`config.mk`:
```
export PLATFORM = sky130hd
export DESIGN_NAME = serial_frame_decoder
export DESIGN_NICKNAME = d
export VERILOG_FILES = /design/src/rtl/sfd_pkg.sv /design/src/rtl/sfd_align.sv /design/src/rtl/sfd_frame.sv /design/src/rtl/sfd_fields.sv /design/src/rtl/serial_frame_decoder.sv
export SDC_FILE = /design/constraint.sdc
export NUM_CORES = 1
export LEC_CHECK = 0
export ABC_AREA = 1
export ABC_CLOCK_PERIOD_IN_PS = 5600
export BUFFER_PORTS_ARGS = -buffer_cell sky130_fd_sc_hd__buf_2
export CAP_MARGIN = 10
export CORE_UTILIZATION = 65
export CTS_BUF_LIST = sky130_fd_sc_hd__clkbuf_4
export DETAILED_ROUTE_END_ITERATION = 16
export PLACE_DENSITY = 0.91
export REMOVE_ABC_BUFFERS = 1
export SLEW_MARGIN = 20
export SYNTH_ARGS = -nofsm -noshare
export SYNTH_HDL_FRONTEND = slang
export SYNTH_SLANG_ARGS = --single-unit
export TNS_END_PERCENT = 50
```
`constraint.sdc`:
```
create_clock -name clk -period 5.6 [get_ports clk]
set_input_delay 0.56 -clock clk [delete_from_list [all_inputs] [get_ports clk]]
set_output_delay 0.56 -clock clk [all_outputs]
set_load 0.01 [all_outputs]
```
`src/rtl/sfd_pkg.sv`:
```
package sfd_pkg;
  localparam int unsigned COLOR_W = 6;
  localparam int unsigned CTRL_W  = 3;
  localparam int unsigned SIDE_W  = 3;
  localparam int unsigned PAY_W   = 3 * COLOR_W + CTRL_W + SIDE_W;
  localparam int unsigned OVH_W   = 4;
  localparam int unsigned FRAME_W = PAY_W + OVH_W;

  // packed order: first member is most significant
  typedef struct packed {
    logic [SIDE_W-1:0]  side;
    logic               den;
    logic               vsy;
    logic               hsy;
    logic [COLOR_W-1:0] blu;
    logic [COLOR_W-1:0] grn;
    logic [COLOR_W-1:0] red;
  } pixel_t;
endpackage

```
`src/rtl/sfd_align.sv`:
```
module sfd_align
  import sfd_pkg::*;
#(
  parameter int unsigned LOCK_FRAMES = 8,
  parameter int unsigned LOSS_FRAMES = 4
) (
  input  logic             clk,
  input  logic             rst_n,
  input  logic             ser_bit,
  output logic [PAY_W+1:0] body,
  output logic             pair_seen,
  output logic             frame_tick,
  output logic             locked,
  output logic             stopped
);
  localparam int unsigned PH_W   = $clog2(FRAME_W);
  localparam int unsigned HUNT_W = $clog2(LOCK_FRAMES + 1);
  localparam int unsigned MISS_W = $clog2(LOSS_FRAMES + 1);

  logic [FRAME_W-2:0] hist_q;
  logic [FRAME_W-1:0] window;
  logic [PH_W-1:0]    ph_q, phase_q;
  logic [MISS_W-1:0]  miss_q;
  logic [FRAME_W-1:0] at_ph, near_full;
  logic               locked_q, stopped_q, acquire, lose;

  assign window     = {hist_q, ser_bit};
  assign body       = window[PAY_W+1:0];
  assign pair_seen  = window[FRAME_W-1] & ~window[FRAME_W-2];
  assign frame_tick = locked_q && (ph_q == phase_q);
  assign acquire    = !locked_q && pair_seen && |(at_ph & near_full);
  assign lose       = frame_tick && !pair_seen &&
                      (miss_q == MISS_W'(LOSS_FRAMES - 1));
  assign locked     = locked_q;
  assign stopped    = stopped_q;

  always_ff @(posedge clk) begin
    if (!rst_n) begin
      hist_q <= '0;
      ph_q   <= '0;
    end else begin
      hist_q <= window[FRAME_W-2:0];
      ph_q   <= (ph_q == PH_W'(FRAME_W - 1)) ? '0 : ph_q + 1'b1;
    end
  end

  // one run-length counter per candidate bit offset
  for (genvar g = 0; g < FRAME_W; g++) begin : g_hunt
    logic [HUNT_W-1:0] run_q;
    assign at_ph[g]     = (ph_q == PH_W'(g));
    assign near_full[g] = (run_q == HUNT_W'(LOCK_FRAMES - 1));
    always_ff @(posedge clk) begin
      if (!rst_n || lose)
        run_q <= '0;
      else if (!locked_q && at_ph[g])
        run_q <= pair_seen ? run_q + 1'b1 : '0;
    end
  end

  always_ff @(posedge clk) begin
    if (!rst_n) begin
      locked_q  <= 1'b0;
      stopped_q <= 1'b0;
      phase_q   <= '0;
      miss_q    <= '0;
    end else if (acquire) begin
      locked_q  <= 1'b1;
      stopped_q <= 1'b0;
      phase_q   <= ph_q;
      miss_q    <= '0;
    end else if (lose) begin
      locked_q  <= 1'b0;
      stopped_q <= 1'b1;
      miss_q    <= '0;
    end else if (frame_tick) begin
      miss_q <= pair_seen ? '0 : miss_q + 1'b1;
    end
  end

  a_r1_lock_on_pair: assert property (@(posedge clk) disable iff (!rst_n)
    $rose(locked_q) |-> $past(pair_seen));
  a_r5_drop_on_miss: assert property (@(posedge clk) disable iff (!rst_n)
    $fell(locked_q) |-> $past(!pair_seen));
  a_r6_stop_on_drop: assert property (@(posedge clk) disable iff (!rst_n)
    $fell(locked_q) |-> stopped_q);
  a_r6_lock_stop_excl: assert property (@(posedge clk) disable iff (!rst_n)
    !(locked_q && stopped_q));
endmodule

```
`src/rtl/sfd_frame.sv`:
```
module sfd_frame
  import sfd_pkg::*;
(
  input  logic             clk,
  input  logic             rst_n,
  input  logic [PAY_W+1:0] body,
  input  logic             frame_tick,
  input  logic             pair_seen,
  input  logic             locked,
  output logic             word_valid,
  output logic             word_bad,
  output logic [PAY_W-1:0] word_data
);
  localparam int unsigned INV_POS = PAY_W + 1;

  logic take, parity_ok;

  assign take      = frame_tick & pair_seen;
  assign parity_ok = ~(^body);

  always_ff @(posedge clk) begin
    if (!rst_n) begin
      word_valid <= 1'b0;
      word_bad   <= 1'b0;
      word_data  <= '0;
    end else begin
      word_valid <= take & parity_ok;
      word_bad   <= take & ~parity_ok;
      if (take && parity_ok)
        word_data <= body[PAY_W-1:0] ^ {PAY_W{body[INV_POS]}};
    end
  end

  a_r2_valid_needs_lock: assert property (@(posedge clk) disable iff (!rst_n)
    word_valid |-> locked);
  a_r4_valid_bad_excl: assert property (@(posedge clk) disable iff (!rst_n)
    !(word_valid && word_bad));
  a_r9_single_strobe: assert property (@(posedge clk) disable iff (!rst_n)
    word_valid |=> !word_valid);
  a_r9_data_moves_with_valid: assert property (@(posedge clk) disable iff (!rst_n)
    !$stable(word_data) |-> word_valid);
endmodule

```
`src/rtl/sfd_fields.sv`:
```
module sfd_fields
  import sfd_pkg::*;
(
  input  logic [PAY_W-1:0]   word,
  output logic [COLOR_W-1:0] red,
  output logic [COLOR_W-1:0] green,
  output logic [COLOR_W-1:0] blue,
  output logic               hsy,
  output logic               vsy,
  output logic               den,
  output logic [SIDE_W-1:0]  side
);
  pixel_t px;

  assign px    = pixel_t'(word);
  assign red   = px.red;
  assign green = px.grn;
  assign blue  = px.blu;
  assign hsy   = px.hsy;
  assign vsy   = px.vsy;
  assign den   = px.den;
  assign side  = px.side;
endmodule

```
`src/rtl/serial_frame_decoder.sv`:
```
module serial_frame_decoder
  import sfd_pkg::*;
#(
  parameter int unsigned LOCK_FRAMES = 8,
  parameter int unsigned LOSS_FRAMES = 4
) (
  input  logic               clk,
  input  logic               rst_n,
  input  logic               ser_bit,
  output logic               locked,
  output logic               stream_stopped,
  output logic               word_valid,
  output logic               word_bad,
  output logic [PAY_W-1:0]   word_data,
  output logic [COLOR_W-1:0] pix_red,
  output logic [COLOR_W-1:0] pix_green,
  output logic [COLOR_W-1:0] pix_blue,
  output logic               line_sync,
  output logic               frame_sync,
  output logic               data_en,
  output logic [SIDE_W-1:0]  side_bits
);
  logic [PAY_W+1:0] body;
  logic             pair_seen, frame_tick;

  sfd_align #(
    .LOCK_FRAMES(LOCK_FRAMES),
    .LOSS_FRAMES(LOSS_FRAMES)
  ) u_align (
    .clk        (clk),
    .rst_n      (rst_n),
    .ser_bit    (ser_bit),
    .body       (body),
    .pair_seen  (pair_seen),
    .frame_tick (frame_tick),
    .locked     (locked),
    .stopped    (stream_stopped)
  );

  sfd_frame u_frame (
    .clk        (clk),
    .rst_n      (rst_n),
    .body       (body),
    .frame_tick (frame_tick),
    .pair_seen  (pair_seen),
    .locked     (locked),
    .word_valid (word_valid),
    .word_bad   (word_bad),
    .word_data  (word_data)
  );

  sfd_fields u_fields (
    .word  (word_data),
    .red   (pix_red),
    .green (pix_green),
    .blue  (pix_blue),
    .hsy   (line_sync),
    .vsy   (frame_sync),
    .den   (data_en),
    .side  (side_bits)
  );
endmodule

```
==> metrics, run 1 <==
diodes inserted=0; share of layout cells above drive strength 1=0.0835; buffer depth of the longest clock path=2; Final Non-Filler Cells=~1400; Hold Path Origin=ser_bit; relative contribution of the clock network to total power=0.316; io pins=55; height of the die=120 um; all-layer global routing usage=0.257; worst hold path depth=3; maximum number of pins on one net before global-route repair=97; total core area=13500 sq um; EDFF count, synth=0; unrepaired setup endpoints after global routing=no; Worst-Skew Late Latency=around 0.58 ns; detailed-route wire length=17700 um; class of the tightest hold or removal check=input pin to flip-flop; Tcrit/Tclk final=0.532; power density over cell area=215 nW/um^2; starting density of the core=0.676; start of the worst register-to-register path=u_align.ph_q[4]; via count=7558; largest family of logic cells by synthesized area=simple AND/OR/NAND/NOR gates; Setup Buffers After CTS=0; worst reg2reg path endpoint=u_align.g_hunt[4].run_q[3]; number of global-route vias before repair=around 7000; global-route wire length before repair=30500 um; shortest period the worst path allows=2.98 ns; most instantiated flip-flop cell in the synthesis netlist=dfxtp_1; Comb pwr share=0.044; Slew HR=0.324; total global routing overflow=0; Reg power frac=0.640; depth of the most critical reg-to-reg path=8; fraction of registers with async set/reset=0; Rows=42; die width=120 um; layout-stage area growth over the synthesis result=3.23%; final setup violation count=0; Worst Clk Skew=0.0131 ns; Yosys reg bits=180; Num Clock Sinks=180; maximum fanout along the worst path=between 90 and 100; delay of the slowest critical-path stage=between 0.8 and 0.9 ns; Filler Cell Count=~1100; total negative slack=0 ns; Final Max Tran Viols=0; Yosys top cell by area=dfxtp_1; hold_buf cts=0; actual slew at the worst max-slew pin=1.01 ns; post-synth cell types=34; required time of the critical path=6.01 ns; Iter 0 DRT Violations=494; most used standard cells in the synthesized netlist=248 x nand2_1, 180 x dfxtp_1, 136 x inv_1; initial antenna violation count=0; status=completed; switching share of power=0.240; final estimated routing congestion in global placement=roughly 0.88; post-synthesis compound-gate area fraction=0.107; series of cell instances along the critical path=inv_4 > nand2_1 > o21ai_1 > a211oi_2 > nand4_1 > o21bai_4 > buf_4 > a211oi_1; maximum level of the CTS H-tree=4; Critical-path top delay cell=buf_4; router iterations before antenna repair=5; xor and xnor area share after synthesis=0.0944; Seq. cell area=approximately 3600 sq um; worst-case register-to-register setup slack=roughly 2.6 ns; total area of multi-input combinational cells=4480 sq um; adder-cell area share of the yosys netlist=0.0482; Static Leak=4.00 nW; clock tree from TritonCTS=built; Final Hold Fails=0; data arrival at the endpoint of the critical path=3.39 ns; category of cells accounting for the largest share of critical-path delay=buffers and inverters; switching pwr=0.484 mW; most numerous cell in the Yosys netlist=nand2_1; clock buffer count from CTS=17; hold path endpoint=u_align.hist_q[0]; antenna-violating nets left=0; number of remaining DRC errors=0; timing-limited maximum frequency=336 MHz; count of nets after finishing=1247; Internal Dissipation=1.53 mW; critical path class=flip-flop to flip-flop; clk root buf=clkbuf_4; multiplexer fraction of the synthesized cell area=0; average size of a mapped cell=between 7 and 8 sq um; max-capacitance violation count=0; buffer and inverter count on the worst path=2; fraction of synthesized cell area taken by the top area cell type=0.396; die area=14500 sq um; placed cell count=roughly 1400; cell count after synthesis=between 1000 and 1500; synthesized cell area=9090 sq um; Setup crit start kind=flip-flop; basic-gate share of the synthesized area counting and, or, nand and nor cells=0.243; number of warnings reported in the yosys synthesis log=0; Reg clk slew, reported paths=0.14 ns; wire length per cell after detailed routing=12.6 um; post-cts gate resize count=0; maximum vdd ir drop=0.214 mV; fraction of the yosys area taken by sequential cells=0.396; leading cell types by total area after synthesis=dfxtp_1 40%, nand2_1 10%, xor2_1 6.3%; drt via density=~5.4; IO Port Bufs=54; endpoint class of the critical path=flip-flop; HPWL after detailed placement=12000 um
per-layer routing:
layer | track usage | vias to the layer above | part of all wire
li1 | - | 3879 | -
met1 | 0.306 | 3486 | 0.45
met2 | 0.453 | 160 | 0.49
met3 | 0.0505 | 33 | 0.042
met4 | 0.0980 | 0 | 0.019
met5 | 0 | - | 0
per-stage QoR:
stage	utilization	instance area (sq um)	hold slack [ns]	power, mW	worst slack (ns)
final	0.698	9390	0.235	2.01	2.62
after global routing	0.698	9390	0.218	2.09	2.45
after CTS	0.698	9390	0.211	2.03	2.68
after detailed placement	0.681	9160	0.429	1.40	2.70
after global placement	0.681	9160	0.425	1.40	2.80
after floorplan	-	8620	0.413	1.37	2.71
cells by family (layout without fill, tap and decap cells):
logic type                 count (synthesis)  in the layout
AOI/OAI and AO/OA                        152            152
buffers and inverters                    215            234
xor gates and xnor gates                  98             98
adders and majority gates                 35             35
DFF                                      180            180
and+or+nand+nor                          522            522
layout by cell type, fill, tap and decap left out, types with 8 or more instances in the layout:
| cell | instances |
|---|---|
| clkbuf_4 | 21 |
| xor2_1 | 65 |
| buf_2 | 54 |
| nor2_1 | 135 |
| a211oi_1 | 66 |
| dfxtp_1 | 180 |
| a21oi_1 | 56 |
| o21ai_0 | 16 |
| nand2_1 | 248 |
| nand3_1 | 64 |
| ha_1 | 35 |
| clkinv_1 | 8 |
| nand4_1 | 31 |
| xnor2_1 | 33 |
| inv_1 | 136 |
| nor3_1 | 27 |
cell type report:
class                   instances  area share
multi-input cells             807       0.478
well taps                     176      0.0235
clock buffers                  21      0.0168
flip-flops and latches        180       0.384
inverters                     143      0.0575
repair buffers                 60      0.0336
clock inverters                10     0.00707
registers in the layout, indices dropped and copies added (netlist names), 3 cells and up:
register and count:
u_align.phase_q 5, u_align.hist_q 27, u_align.ph_q 5, u_align.miss_q 3, u_align.g_hunt.run_q 112, u_frame.word_data 24
worst min-delay path: stages:
cell and delay (ns):
buf_2 0.13, nand2_1 0.06, inv_1 0.04
worst max path at each step:
stage,from,to,slack [ns],cells past startpoint
finish,u_align.ph_q[4],u_align.g_hunt[4].run_q[3],2.62,8
global route,u_align.ph_q[4],u_align.g_hunt[4].run_q[3],2.45,8
CTS,u_align.ph_q[4],u_align.locked,2.68,8
detailed placement,u_align.ph_q[4],u_align.locked,2.70,8
global placement,u_align.ph_q[4],u_align.locked,2.80,8
floorplan,u_align.hist_q[25],u_align.locked,2.71,5
power by group through the flow:
stage / Combinational (mW) / Sequential (mW) / Clock (mW)
final: 0.0891 / 1.29 / 0.637
after global routing: 0.0984 / 1.29 / 0.704
after CTS: 0.0880 / 1.29 / 0.650
after detailed placement: 0.0875 / 1.32 / 0
after global placement: 0.0857 / 1.32 / 0
after floorplan: 0.0592 / 1.32 / 0
Note: power is estimated with default switching activity, not from simulation.
==> run 2: changes to the inputs <==
Settings changed: ABC_AREA 1 to 0, ABC_CLOCK_PERIOD_IN_PS 5600 to 2600, CORE_UTILIZATION 65 to 57, PLACE_DENSITY 0.91 to 0.86.
Clock period 5.6 ns to 2.6 ns, I/O delays scaled along.
==> metrics, run 2 <==
Reg power frac=0.604 (-0.036); leading cell type in the layout, fill and taps excluded=dfxtp_1; top library cells by usage in the layout, fill and taps aside=178 x dfxtp_1, 122 x nor2_1, 117 x a21oi_1, 60 x o21ai_0, 55 x and2_1; fraction of synthesized cell area taken by the top area cell type=0.413 (+0.0162); Yosys top cell by area=dfxtp_1; critical path class=flip-flop to flip-flop; diodes inserted=0 (unchanged); switching pwr=1.17 mW (+140%); Num Clock Sinks=180 (unchanged); maximum vdd ir drop=0.503 mV (+140%); xor and xnor area share after synthesis=0.0560 (-0.0384); average size of a mapped cell=8.46 sq um (+12%); number of remaining DRC errors=0 (unchanged); share of layout cells above drive strength 1=0.125 (+0.0412); Static Leak=3.92 nW (-1.9%); maximum number of pins on one net before global-route repair=113 (+16%); shortest period the worst path allows=2.44 ns (-0.541 ns); io pins=55 (unchanged); required time of the critical path=3.07 ns (-2.94 ns); status=completed; Tcrit/Tclk final=0.938 (+0.406); die width=126 um (+4.6%); HPWL after detailed placement=12900 um (+6.8%); die area=15800 sq um (+9.4%); number of global-route vias before repair=6807 (-3.4%); clock buffer count from CTS=17 (unchanged); Iter 0 DRT Violations=637 (+29%); Yosys reg bits=180 (unchanged); Filler Cell Count=1182 (+4.4%); largest family of logic cells by synthesized area=simple AND/OR/NAND/NOR gates; Worst Clk Skew=0.0318 ns (+0.0188 ns); antenna-violating nets left=0 (unchanged); Rows=44 (+4.8%); fraction of the yosys area taken by sequential cells=0.413 (+0.0162); initial antenna violation count=0 (unchanged); number of warnings reported in the yosys synthesis log=0 (unchanged); busiest grt layer=met2; basic-gate share of the synthesized area counting and, or, nand and nor cells=0.260 (+0.0167); max-capacitance violation count=0 (unchanged); EDFF count, synth=0 (unchanged); post-synth cell types=46 (+35%); Final Hold Fails=0 (unchanged); IO Port Bufs=54 (unchanged); relative contribution of the clock network to total power=0.355 (+0.039); count of nets after finishing=1100 (-12%); router iterations before antenna repair=5 (unchanged); maximum fanout along the worst path=24 (-75%); height of the die=126 um (+4.6%); detailed-route wire length=19100 um (+7.9%); data arrival at the endpoint of the critical path=2.90 ns (-0.49 ns); met2 track demand over resource in global routing=0.418 (-0.0353); all-layer global routing usage=0.245 (-0.0114); maximum level of the CTS H-tree=4 (unchanged); met1 Track Usage GR=0.305 (-0.00128); Reg clk slew, reported paths=0.16 ns (+0.02 ns); cell count after synthesis=1033 (-14%); most instantiated flip-flop cell in the synthesis netlist=dfxtp_1; most numerous cell in the Yosys netlist=dfxtp_1; switching share of power=0.255 (+0.0152); hold slack final=0.0553 ns (-0.180 ns); worst hold path depth=2 (-1); Setup crit start kind=flip-flop; layout-stage area growth over the synthesis result=7.82%; Final Max Tran Viols=0 (unchanged); clk root buf=clkbuf_4; via count=7398 (-2.1%); adder-cell area share of the yosys netlist=0.0501 (+0.00197); number of flip-flops under the largest register name=112 (unchanged); Comb pwr share=0.041 (-0.003); Slew HR=0.358 (+0.0343); class of the tightest hold or removal check=input pin to flip-flop; fraction of registers with async set/reset=0 (unchanged); power density over cell area=488 nW/um^2 (+130%); timing-limited maximum frequency=410 MHz (+22%); endpoint class of the critical path=flip-flop; met3 capacity usage during global routing=0.0497 (-0.000769); total cell area at the placement stage=9100 sq um (-0.64%); largest register by flop count=u_align.g_hunt.run_q; synthesized cell area=8730 sq um (-3.9%); most used standard cells in the synthesized netlist=180 x dfxtp_1, 122 x nor2_1, 117 x a21oi_1; clock tree from TritonCTS=built; total core area=14800 sq um (+9.7%); Top Registers=u_align.g_hunt.run_q (112), u_align.hist_q (27), u_frame.word_data (24); buffer depth of the longest clock path=2 (unchanged); wire length per cell after detailed routing=15.2 um (+20%); drt via density=5.88 (+8.7%); post-synthesis compound-gate area fraction=0.119 (+0.0120); Internal Dissipation=3.42 mW (+120%); final estimated routing congestion in global placement=0.840 (-4.1%); depth of the most critical reg-to-reg path=8 (unchanged); total global routing overflow=0 (unchanged); unrepaired setup endpoints after global routing=no; leading cell types by total area after synthesis=dfxtp_1 41%, a21oi_1 6.7%, nor2_1 5.2%; multiplexer fraction of the synthesized cell area=0.0355 (+0.0355); global-route wire length before repair=31900 um (+4.4%); actual slew at the worst max-slew pin=0.962 ns (-0.0500 ns); post-route cell area=9420 sq um (+0.35%); starting density of the core=0.592 (-0.0838); Worst-Skew Late Latency=0.61 ns (+0.03 ns); final setup violation count=0 (unchanged)
## run 2: cell count changes after synthesis, sizes merged, moves of 19 or more
cell    previous run  this run
a211oi            67         1
mux2i              0        31
nand2            251        53
nand3             65        46
or4                0        53
o21ai             18        62
xor2              65        29
and2               0        55
a21oi             56       117
inv              142        33
## run 2: cells by family (layout without fill, tap and decap cells)
logic type	count (synthesis)	in the layout
mux	31	31
xor+xnor	55	55
fa+ha+maj	35	35
flops	180	180
buf+inv	115	156
simple gates	422	422
compound gates	195	195
## run 2: per-stage QoR
stage           util  cells  TNS, ns  power [mW]  setup slack, ns
3_5_place_dp   0.617   1225        0        3.02           0.0664
2_1_floorplan      -    951  -246.75        2.94            -2.07
5_1_grt        0.638   1258        0        4.74           0.0485
6_report       0.638   1258        0        4.60            0.161
4_1_cts        0.637   1257        0        4.59           0.0359
3_3_place_gp   0.617   1225        0        3.02            0.200
## run 2: routing by layer
layer,up-vias,part of all wire
li1,3648,-
met1,3494,0.45
met2,222,0.47
met3,34,0.057
met4,0,0.020
met5,-,0
## run 2: power groups by stage
stage	sequential [mW]	clock [mW]	combinational, mW
after floorplan	2.84	0	0.102
after global placement	2.84	0	0.181
after detailed placement	2.84	0	0.184
after CTS	2.78	1.62	0.187
after global routing	2.78	1.76	0.205
final	2.78	1.63	0.189
## run 2: layout make-up
cell class / instances / area, sq um / area share
Multi-Input combinational cell: 738 / 4570 / 0.485
Clock inverter: 13 / 148 / 0.0157
Inverter: 33 / 124 / 0.0132
Tap cell: 184 / 230 / 0.0244
Sequential cell: 180 / 3610 / 0.383
Clock buffer: 18 / 135 / 0.0143
Timing Repair Buffer: 92 / 608 / 0.0646
## run 2: worst max-delay path, cell delays in order, from the launching register on
cell and delay, ns:
dfxtp_1 0.61, buf_4 0.23, xnor2_1 0.12, nand4_1 0.17
nor3_4 0.21, buf_4 0.19, nand3_4 0.37, mux2i_1 0.33
nor2_1 0.06
## run 2: timing repair
action | in CTS | in global routing
setup endpoints to repair | 0 | 121
resized for setup | 0 | 2
buffers inserted | 0 | 1
hold endpoints to repair | 1 | 0
hold buffers | 1 | 0
## run 2: worst paths after layout
kind	start	to	slack, ns
max	u_align.ph_q[2]	u_frame.word_data[9]	0.16
min	rst_n	u_align.hist_q[23]	0.06
max reg2reg	u_align.ph_q[2]	u_frame.word_data[9]	0.16
min reg2reg	u_align.g_hunt[10].run_q[1]	u_align.g_hunt[10].run_q[1]	0.48
